$ cat src/rtl/ncpu_pkg.sv
package ncpu_pkg;

  localparam int IW    = 8;
  localparam int FLD_W = 2;
  localparam int NREG  = 2 ** FLD_W;

  typedef enum logic [2:0] {
    ST_FETCH_ADDR,
    ST_FETCH_READ,
    ST_FETCH_LOAD,
    ST_EXEC,
    ST_HALT
  } cpu_state_t;

  typedef enum logic [1:0] {
    OP_ADD  = 2'b00,
    OP_SUB  = 2'b01,
    OP_AND  = 2'b10,
    OP_CTRL = 2'b11
  } major_op_t;

  localparam logic [1:0] FORM_REG    = 2'b00;
  localparam logic [1:0] FORM_IMM    = 2'b01;
  localparam logic [1:0] COND_IO     = 2'b00;
  localparam logic [1:0] COND_ZERO   = 2'b01;
  localparam logic [1:0] COND_CARRY  = 2'b10;
  localparam logic [1:0] COND_ALWAYS = 2'b11;

endpackage

$ cat src/rtl/ncpu_rom.sv
module ncpu_rom #(
  parameter int IW    = 8,
  parameter int AW    = 4,
  parameter int DEPTH = 16,
  parameter logic [IW*DEPTH-1:0] IMAGE = '0
) (
  input  logic          clk,
  input  logic          rd_en,
  input  logic [AW-1:0] addr,
  output logic [IW-1:0] q
);

  logic [IW-1:0] mem [DEPTH];

  initial begin
    for (int i = 0; i < DEPTH; i++) begin
      mem[i] = IMAGE[i*IW +: IW];
    end
  end

  // registered read port: this register is the memory buffer register
  always_ff @(posedge clk) begin
    if (rd_en) begin
      q <= mem[addr];
    end
  end

endmodule

$ cat src/rtl/ncpu_regfile.sv
module ncpu_regfile #(
  parameter int DW   = 4,
  parameter int NREG = 4,
  localparam int SW  = $clog2(NREG)
) (
  input  logic          clk,
  input  logic          rst,
  input  logic          we,
  input  logic [SW-1:0] waddr,
  input  logic [DW-1:0] wdata,
  input  logic [SW-1:0] raddr_a,
  output logic [DW-1:0] rdata_a,
  input  logic [SW-1:0] raddr_b,
  output logic [DW-1:0] rdata_b
);

  logic [DW-1:0] regs [NREG];

  always_ff @(posedge clk) begin
    if (rst) begin
      for (int i = 0; i < NREG; i++) begin
        regs[i] <= '0;
      end
    end else if (we) begin
      regs[waddr] <= wdata;
    end
  end

  assign rdata_a = regs[raddr_a];
  assign rdata_b = regs[raddr_b];


  rf_write_lands_chk: assert property (@(posedge clk) disable iff (rst)
    we |=> regs[$past(waddr)] == $past(wdata));

endmodule

$ cat src/rtl/ncpu_alu.sv
module ncpu_alu
  import ncpu_pkg::*;
#(
  parameter int DW = 4
) (
  input  major_op_t     op,
  input  logic [DW-1:0] a,
  input  logic [DW-1:0] b,
  output logic [DW-1:0] y,
  output logic          cout
);

  logic [DW:0]   chain;
  logic [DW-1:0] b_eff;
  logic [DW-1:0] sum;

  assign b_eff    = (op == OP_SUB) ? ~b : b;
  assign chain[0] = (op == OP_SUB);

  for (genvar i = 0; i < DW; i++) begin : g_fa
    assign sum[i]     = a[i] ^ b_eff[i] ^ chain[i];
    assign chain[i+1] = (a[i] & b_eff[i]) | (chain[i] & (a[i] ^ b_eff[i]));
  end

  always_comb begin
    case (op)
      OP_ADD, OP_SUB: begin
        y    = sum;
        cout = chain[DW];
      end
      OP_AND: begin
        y    = a & b;
        cout = 1'b0;
      end
      default: begin
        y    = '0;
        cout = 1'b0;
      end
    endcase
  end

endmodule

$ cat src/rtl/nibble_cpu.sv
module nibble_cpu #(
  parameter int DW      = 4,
  parameter int IMEM_AW = 4,
  parameter logic [ncpu_pkg::IW*(2**IMEM_AW)-1:0] PROGRAM = '0
) (
  input  logic               clk,
  input  logic               rst,
  input  logic [DW-1:0]      sw_in,
  output logic [DW-1:0]      disp_out,
  output logic [IMEM_AW-1:0] pc_out,
  output logic               halted
);
  import ncpu_pkg::*;

  localparam int DEPTH = 2 ** IMEM_AW;

  cpu_state_t         state;
  logic [IMEM_AW-1:0] pc;
  logic [IMEM_AW-1:0] mar;
  logic [IW-1:0]      mbr;
  logic [IW-1:0]      ir;
  logic               z_q;
  logic               c_q;
  logic [DW-1:0]      disp_q;
  logic               halt_q;

  // instruction fields
  logic [1:0]       f_op;
  logic [1:0]       f_form;
  logic [FLD_W-1:0] f_src;
  logic [FLD_W-1:0] f_dst;
  logic             f_load;
  logic             f_halt;

  assign f_op   = ir[7:6];
  assign f_form = ir[5:4];
  assign f_src  = ir[3:2];
  assign f_dst  = ir[1:0];
  assign f_load = ir[3];
  assign f_halt = ir[2];

  logic is_ctrl, is_io, is_br, is_alu, taken;

  assign is_ctrl = (f_op == OP_CTRL);
  assign is_io   = is_ctrl && (f_form == COND_IO);
  assign is_br   = is_ctrl && (f_form != COND_IO);
  assign is_alu  = !is_ctrl && ((f_form == FORM_REG) || (f_form == FORM_IMM));

  always_comb begin
    taken = 1'b0;
    if (is_br) begin
      case (f_form)
        COND_ZERO:   taken = z_q;
        COND_CARRY:  taken = c_q;
        COND_ALWAYS: taken = 1'b1;
        default:     taken = 1'b0;
      endcase
    end
  end

  // operand path
  logic [DW-1:0] opa, rf_b, opb, alu_y, wr_data;
  logic          alu_c, wr_en;

  assign opb     = (f_form == FORM_IMM) ? DW'(f_src) : rf_b;
  assign wr_en   = (state == ST_EXEC) && (is_alu || (is_io && f_load));
  assign wr_data = is_alu ? alu_y : sw_in;

  ncpu_rom #(
    .IW(IW), .AW(IMEM_AW), .DEPTH(DEPTH), .IMAGE(PROGRAM)
  ) u_rom (
    .clk   (clk),
    .rd_en (state == ST_FETCH_READ),
    .addr  (mar),
    .q     (mbr)
  );

  ncpu_regfile #(
    .DW(DW), .NREG(NREG)
  ) u_rf (
    .clk     (clk),
    .rst     (rst),
    .we      (wr_en),
    .waddr   (f_dst),
    .wdata   (wr_data),
    .raddr_a (f_dst),
    .rdata_a (opa),
    .raddr_b (f_src),
    .rdata_b (rf_b)
  );

  ncpu_alu #(
    .DW(DW)
  ) u_alu (
    .op   (major_op_t'(f_op)),
    .a    (opa),
    .b    (opb),
    .y    (alu_y),
    .cout (alu_c)
  );

  always_ff @(posedge clk) begin
    if (rst) begin
      state  <= ST_FETCH_ADDR;
      pc     <= '0;
      mar    <= '0;
      ir     <= '0;
      z_q    <= 1'b0;
      c_q    <= 1'b0;
      disp_q <= '0;
      halt_q <= 1'b0;
    end else begin
      case (state)
        ST_FETCH_ADDR: begin
          mar   <= pc;
          state <= ST_FETCH_READ;
        end
        ST_FETCH_READ: begin
          pc    <= pc + IMEM_AW'(1);
          state <= ST_FETCH_LOAD;
        end
        ST_FETCH_LOAD: begin
          ir    <= mbr;
          state <= ST_EXEC;
        end
        ST_EXEC: begin
          if (taken) begin
            pc <= IMEM_AW'(ir[3:0]);
          end
          if (is_alu) begin
            z_q <= (alu_y == '0);
            c_q <= alu_c;
          end
          if (wr_en) begin
            disp_q <= wr_data;
          end
          if (is_io && f_halt) begin
            halt_q <= 1'b1;
            state  <= ST_HALT;
          end else begin
            state  <= ST_FETCH_ADDR;
          end
        end
        ST_HALT: state <= ST_HALT;
        default: state <= ST_FETCH_ADDR;
      endcase
    end
  end

  assign disp_out = disp_q;
  assign pc_out   = pc;
  assign halted   = halt_q;


  fetch_seq_chk: assert property (@(posedge clk) disable iff (rst)
    state == ST_FETCH_ADDR |=> state == ST_FETCH_READ);

  fetch_load_chk: assert property (@(posedge clk) disable iff (rst)
    state == ST_FETCH_READ |=> state == ST_FETCH_LOAD);

  pc_step_chk: assert property (@(posedge clk) disable iff (rst)
    state == ST_FETCH_READ |=> pc == IMEM_AW'($past(pc) + IMEM_AW'(1)));

  add_ripple_chk: assert property (@(posedge clk) disable iff (rst)
    (state == ST_EXEC && is_alu && f_op == OP_ADD) |->
      {alu_c, alu_y} == ({1'b0, opa} + {1'b0, opb}));

  sub_borrow_chk: assert property (@(posedge clk) disable iff (rst)
    (state == ST_EXEC && is_alu && f_op == OP_SUB) |->
      (alu_c == (opa >= opb)) && (alu_y == DW'(opa - opb)));

  flag_hold_chk: assert property (@(posedge clk) disable iff (rst)
    (state == ST_EXEC && !is_alu) |=> $stable({z_q, c_q}));

  br_target_chk: assert property (@(posedge clk) disable iff (rst)
    (state == ST_EXEC && taken) |=> pc == IMEM_AW'($past(ir[3:0])));

  halt_hold_chk: assert property (@(posedge clk) disable iff (rst)
    halt_q |=> halt_q && $stable(pc) && $stable(disp_q));

  disp_hold_chk: assert property (@(posedge clk) disable iff (rst)
    !wr_en |=> $stable(disp_q));

endmodule

$ cat config.mk
export PLATFORM = sky130hd
export DESIGN_NAME = nibble_cpu
export DESIGN_NICKNAME = d
export VERILOG_FILES = /design/src/rtl/ncpu_pkg.sv /design/src/rtl/ncpu_rom.sv /design/src/rtl/ncpu_regfile.sv /design/src/rtl/ncpu_alu.sv /design/src/rtl/nibble_cpu.sv
export SDC_FILE = /design/constraint.sdc
export NUM_CORES = 1
export LEC_CHECK = 0
export BUFFER_PORTS_ARGS = -buffer_cell sky130_fd_sc_hd__buf_2
export CAP_MARGIN = 10
export CELL_PAD_IN_SITES_DETAIL_PLACEMENT = 1
export CELL_PAD_IN_SITES_GLOBAL_PLACEMENT = 2
export CORE_MARGIN = 3
export CORE_UTILIZATION = 23
export DETAILED_ROUTE_END_ITERATION = 12
export PLACE_DENSITY_LB_ADDON = 0.2
export SYNTH_ARGS = -nofsm -noshare
export SYNTH_HDL_FRONTEND = slang
export SYNTH_SLANG_ARGS = --single-unit
$ cat constraint.sdc
create_clock -name clk -period 1.5 [get_ports clk]
set_input_delay 0.075 -clock clk [delete_from_list [all_inputs] [get_ports clk]]
set_output_delay 0.075 -clock clk [all_outputs]
set_load 0.1 [all_outputs]
# Word-level counts from Yosys, hierarchy flattened

Memories as Yosys holds them, arrays and structs flattened. A register that Yosys moved wholly into a read port is not among the register bits.
Index checks and enable logic that the tools add are counted.

Reduce and logical (&&, ||, !) cells: 21
Bitwise logic cells: 22
Equality and inequality tests: 11
Muxes and demuxes: 23
$add $sub $neg: 1

Operators with widths:

| kind                | count |
|---|---|
| $mux 4              | 5 |
| $pmux 4 s2          | 2 |
| $pmux 3 s5          | 1 |
| $mux 2              | 5 |
| $and 1x1->1         | 8 |
| $eq 2x2->1 const B  | 4 |
| $mux 1              | 8 |
| $reduce_and 2->1    | 4 |
| $xor 1x1->1         | 8 |
| $eq 3x2->1 const B  | 2 |
| $logic_and 1x1->1   | 6 |
| $add 4x1->4 const B | 1 |
| $and 4x4->4         | 1 |
| $eq 2x1->1 const B  | 2 |
| $logic_not 2->1     | 2 |
| $logic_not 4->1     | 1 |
| $not 4->4           | 1 |
| $or 1x1->1          | 4 |
| $reduce_bool 2->1   | 2 |
| $reduce_or 4->1     | 1 |
| $eq 3x1->1 const B  | 1 |
| $eq 3x3->1 const B  | 1 |
| $logic_not 3->1     | 1 |
| $mux 3              | 1 |
| 5 further kinds     | 6 |

Memories kept: 1
Output and inout bits: 9
RAM bits: 16
Flip-flop bits (word level): 30

Memory list:

| name      | words | width | read ports | clocked after memory_dff | write ports | RTL line           | RTL |
|---|---|---|---|---|---|---|---|
| u_rf.regs | 4     | 4     | 2          | 2                        | 4           | ncpu_regfile.sv:17 | `logic [DW-1:0] regs [NREG];` |

# Longest topological paths before layout

Word-level depth: 15
Mapped depth: 4
Depth with buffers taken out: 4

# By module

From an unflattened synthesis, not the netlist that was laid out.

Cells, all modules: 212
Area, all modules: 2393.5 sq um

By module, submodules not included:

| module       | instances | area an instance (sq um) | cells each | sequential area each (sq um) |
|---|---|---|---|---|
| nibble_cpu   | 1         | 1251.2                   | 129        | 520.5 |
| ncpu_regfile | 1         | 879.6                    | 50         | 480.5 |
| ncpu_alu     | 1         | 198.9                    | 24         | 0.0 |
| ncpu_rom     | 1         | 63.8                     | 9          | 0.0 |

# Least setup slack after synthesis

Ideal clock, no wire load.

Kind: register to register
Start point: reg pc[0], in the netlist pc_out[0]
End point: reg pc[2], in the netlist pc_out[2]
Arrival: 1614 ps
Setup slack: -239 ps
Path buffers: 0
Cell stages (with the launch flop): 5
Library setup time: 124 ps
Data required time: 1376 ps
Path through: dfxtp_1 > ha_1 > and4bb_2 > xnor2_1 > nor2_1

Word-level cells in the longest chain between the ends: 2

RTL lines:

| element                  | RTL line          | RTL |
|---|---|---|
| start: declaration       | nibble_cpu.sv:18  | `logic [IMEM_AW-1:0] pc;` |
| start signal: assignment | nibble_cpu.sv:119 | `pc <= pc + IMEM_AW'(1);` |
| start signal: assignment | nibble_cpu.sv:128 | `pc <= IMEM_AW'(ir[3:0]);` |
| $add 4x1->4              | nibble_cpu.sv:119 |  |
| $pmux 4 s2               | nibble_cpu.sv:113 | `case (state)` |

No other way between the ends.
A chain may end at the register's enable or synchronous reset.

# Worst setup path in the final report

Start point: reg state[0]
End point: reg pc[3], in the netlist pc_out[3]

Word-level cells in the longest chain between the ends: 3
Elaborated cells between the ends (all ways): 6
Those cells by class: eq/ne: 3; mux: 1; reduce/logical: 2

RTL lines:

| element                                                                 | RTL line          | RTL |
|---|---|---|
| start: declaration                                                      | nibble_cpu.sv:17  | `cpu_state_t state;` |
| start signal: assignment                                                | nibble_cpu.sv:104 | `state <= ST_FETCH_ADDR;` |
| start signal: assignment                                                | nibble_cpu.sv:116 | `state <= ST_FETCH_READ;` |
| start signal: assignment                                                | nibble_cpu.sv:120 | `state <= ST_FETCH_LOAD;` |
| $eq 3x2->1 / $eq 3x1->1 (equally long branches)                         | nibble_cpu.sv:113 |  |
| $ne 2x2->1 (no source line) / $reduce_bool 2->1 (equally long branches) | --                |  |
| $reduce_and 2->1 (no source line)                                       | --                |  |

Parallel ways exist; a longest one is shown, timed or not.

==> results.sh <==
export IMPL_cts_inserted_buffers=3
export IMPL_grt_pass1_wl_um=972
export IMPL_path_cells="nor3b_4, nand4_1, mux2_1"
export IMPL_crit_path_max_incr_delay_ns=0.40
export IMPL_hold_depth=2
export IMPL_layout_drive_gt1_share_pct=34.2
export IMPL_hold_path_class="in2reg"
export IMPL_setup_viol_count_final=0
export IMPL_finalNonFillerCells=52
export IMPL_final_max_slew_viol_count=0
export IMPL_final_core_util_pct=30.7
export IMPL_finalNetCount=46
export IMPL_cpMaxStageDelayCell="dfxtp_1"
export IMPL_hold_violations=0
export IMPL_avgSynthCellArea_um2=10.4
export IMPL_num_vias=222
export IMPL_wire_per_inst_um=11.9
export IMPL_worstHoldStart="rst"
export IMPL_drt_pass1_iter_count=1
export IMPL_worstHoldEndpoint="pc_out[2]$_SDFFE_PP0P_"
export IMPL_clkSinkCount=7
export IMPL_synthSimpleGateAreaFrac_pct=24.0
export IMPL_globalRouteTotalUtil_pct=8.50
export IMPL_grt_pass1_vias=213
export IMPL_syn_area_um2=323
export IMPL_core_um2=1200
export IMPL_crit_family="simple AND/OR/NAND/NOR gates"
export IMPL_synth_top_family_by_area="simple AND/OR/NAND/NOR gates"
export IMPL_synthAdderAreaFrac_pct=3.88
export IMPL_drt_initial_drc_count=0
export IMPL_clock_root_buffer="clkbuf_4"
export IMPL_crit_required_ns=1.64
export IMPL_ir_drop_mv=0.477
export IMPL_grt_overflow=0
export IMPL_outcome="finished, final reports clean"
export IMPL_yosysWarningCount=0
export IMPL_reg2reg_depth=3
export IMPL_cts_setup_buffers=0
export IMPL_cts_tree="yes"
export IMPL_worstPathArrival_ns=1.40
export IMPL_synthXorXnorAreaFrac_pct=8.14
export IMPL_post_route_period_util_pct=84.2
export IMPL_viasPerCell=4.27
export IMPL_r2r_slack_ns=0.24
export IMPL_mostFrequentLayoutCells="5 x conb_1, 5 x buf_2, 4 x nor2_1, 4 x dfxtp_1"
export IMPL_io_pins=15
export IMPL_grt_max_degree=9
export IMPL_start_util_pct=26.9
export IMPL_insertion_delay_ns=0.25
export IMPL_syn_inst=31
export IMPL_crit_buf_inv=0
export IMPL_portBuffers=5
export IMPL_fp_row_count=12
export IMPL_max_freq_ghz=0.792
export IMPL_path_class="reg2reg"
export IMPL_die_area_um2=1890
export IMPL_fin_setup_tns_ns=0
export IMPL_dp_cells=48
export IMPL_endpoint_kind="flip-flop"
export IMPL_muxShareOfSynthArea_pct=6.59
export IMPL_synth_compound_area_share_pct=0
export IMPL_drv_cap=0
export IMPL_htree_levels=1
export IMPL_synth_seq_area_share_pct=43.4
export IMPL_die_w_um=43.5
export IMPL_die_height_um=43.5
export IMPL_p_per_area_nw_per_um2=1390
export IMPL_worst_setup_path_start_kind="flip-flop"
export IMPL_drtAntennaViolNets=0
export IMPL_syn_to_final_growth_pct=14.3
export IMPL_timing_rr_end="pc_out[3]$_SDFFE_PP0P_"
export IMPL_rsz0062_at_grt="false"
export IMPL_drc=0
export IMPL_timing_rr_start="state[0]$_SDFF_PP0_"
export IMPL_antenna_found_initial=0
export IMPL_min_period_ns=1.26
export IMPL_critPathMaxFanout=5
export IMPL_clkTransAtPathRegs_ns=0.05
export IMPL_post_cts_resized=0
export IMPL_clockBufferDepth=2
export IMPL_place_congestion=0.606
export IMPL_synth_distinct_cells=15
export IMPL_ys_ff_latch=7
export IMPL_drt_total_wl_um=618
export IMPL_antenna_cells=0
export IMPL_cts_hold_buf=0
export IMPL_p_leak_nw=0.163
export IMPL_clock_skew_ns=0.00113
## flip-flops by register name, indices dropped and copies added, names as in the netlist
signal  cells
pc_out      4
state       3
## worst register-to-register path, cell delays in order (launching register included)
cell,delay (ns)
dfxtp_1,0.40
nor3b_4,0.29
nand4_1,0.14
mux2_1,0.32
## Yosys cell counts
library cell	n	area (um2)
dfxtp_1	7	140
buf_4	5	37.5
nor2_1	4	15.0
xnor2_1	3	26.3
nor3_1	2	10.0
and4bb_2	1	12.5
clkbuf_1	1	3.75
conb_1	1	3.75
ha_1	1	12.5
mux2_1	1	11.3
mux2i_1	1	10.0
nand4_1	1	6.26
nor2b_1	1	6.26
nor3b_4	1	18.8
nor4b_1	1	8.76
## routing by layer
metal | part of all wire, % | GRT usage (%)
met5 | 0 | 0
met4 | 5.7 | 12.7
met3 | 10 | 4.98
met2 | 44 | 11.8
met1 | 40 | 6.88
## through the flow
step	area, um2	power, mW	hold slack, ns	setup WS [ns]
finish	369	0.513	0.0968	0.237
global route	369	0.545	0.0980	0.134
CTS	369	0.522	0.0940	0.223
detailed placement	343	0.349	0.359	0.222
global placement	343	0.343	0.346	0.271
floorplan	342	0.344	0.356	0.0571
## layout make-up
| class | instances | area (um2) |
|---|---|---|
| Multi-Input combinational cell | 22 | 156 |
| Tap cell | 14 | 17.5 |
| Sequential cell | 7 | 144 |
| Fill cell | 149 | 832 |
| Clock buffer | 4 | 26.3 |
| Timing Repair Buffer | 5 | 25.0 |
## report_power, final
part	switching (mW)	internal, mW
combinational	0.110	0.0217
sequential	0.0140	0.198
clock	0.0683	0.101
total	0.192	0.321
## how the worst max path moves through the flow
stage,startpoint,endpoint,cells after the start
detailed placement,state[0]$_SDFF_PP0_,pc_out[3]$_SDFFE_PP0P_,3
global placement,state[0]$_SDFF_PP0_,pc_out[3]$_SDFFE_PP0P_,3
global route,state[0]$_SDFF_PP0_,pc_out[3]$_SDFFE_PP0P_,3
CTS,state[0]$_SDFF_PP0_,pc_out[3]$_SDFFE_PP0P_,3
finish,state[0]$_SDFF_PP0_,pc_out[3]$_SDFFE_PP0P_,3
floorplan,pc_out[3]$_SDFFE_PP0P_,pc_out[3]$_SDFFE_PP0P_,2
## kinds of logic after synthesis
| logic type | Yosys count |
|---|---|
| adders and majority gates | 1 |
| xor gates and xnor gates | 3 |
| and+or+nand+nor | 11 |
| muxes | 2 |
| buffers and inverters | 6 |
| DFF | 7 |
| other | 1 |
Power figures use the tool's default switching activity.
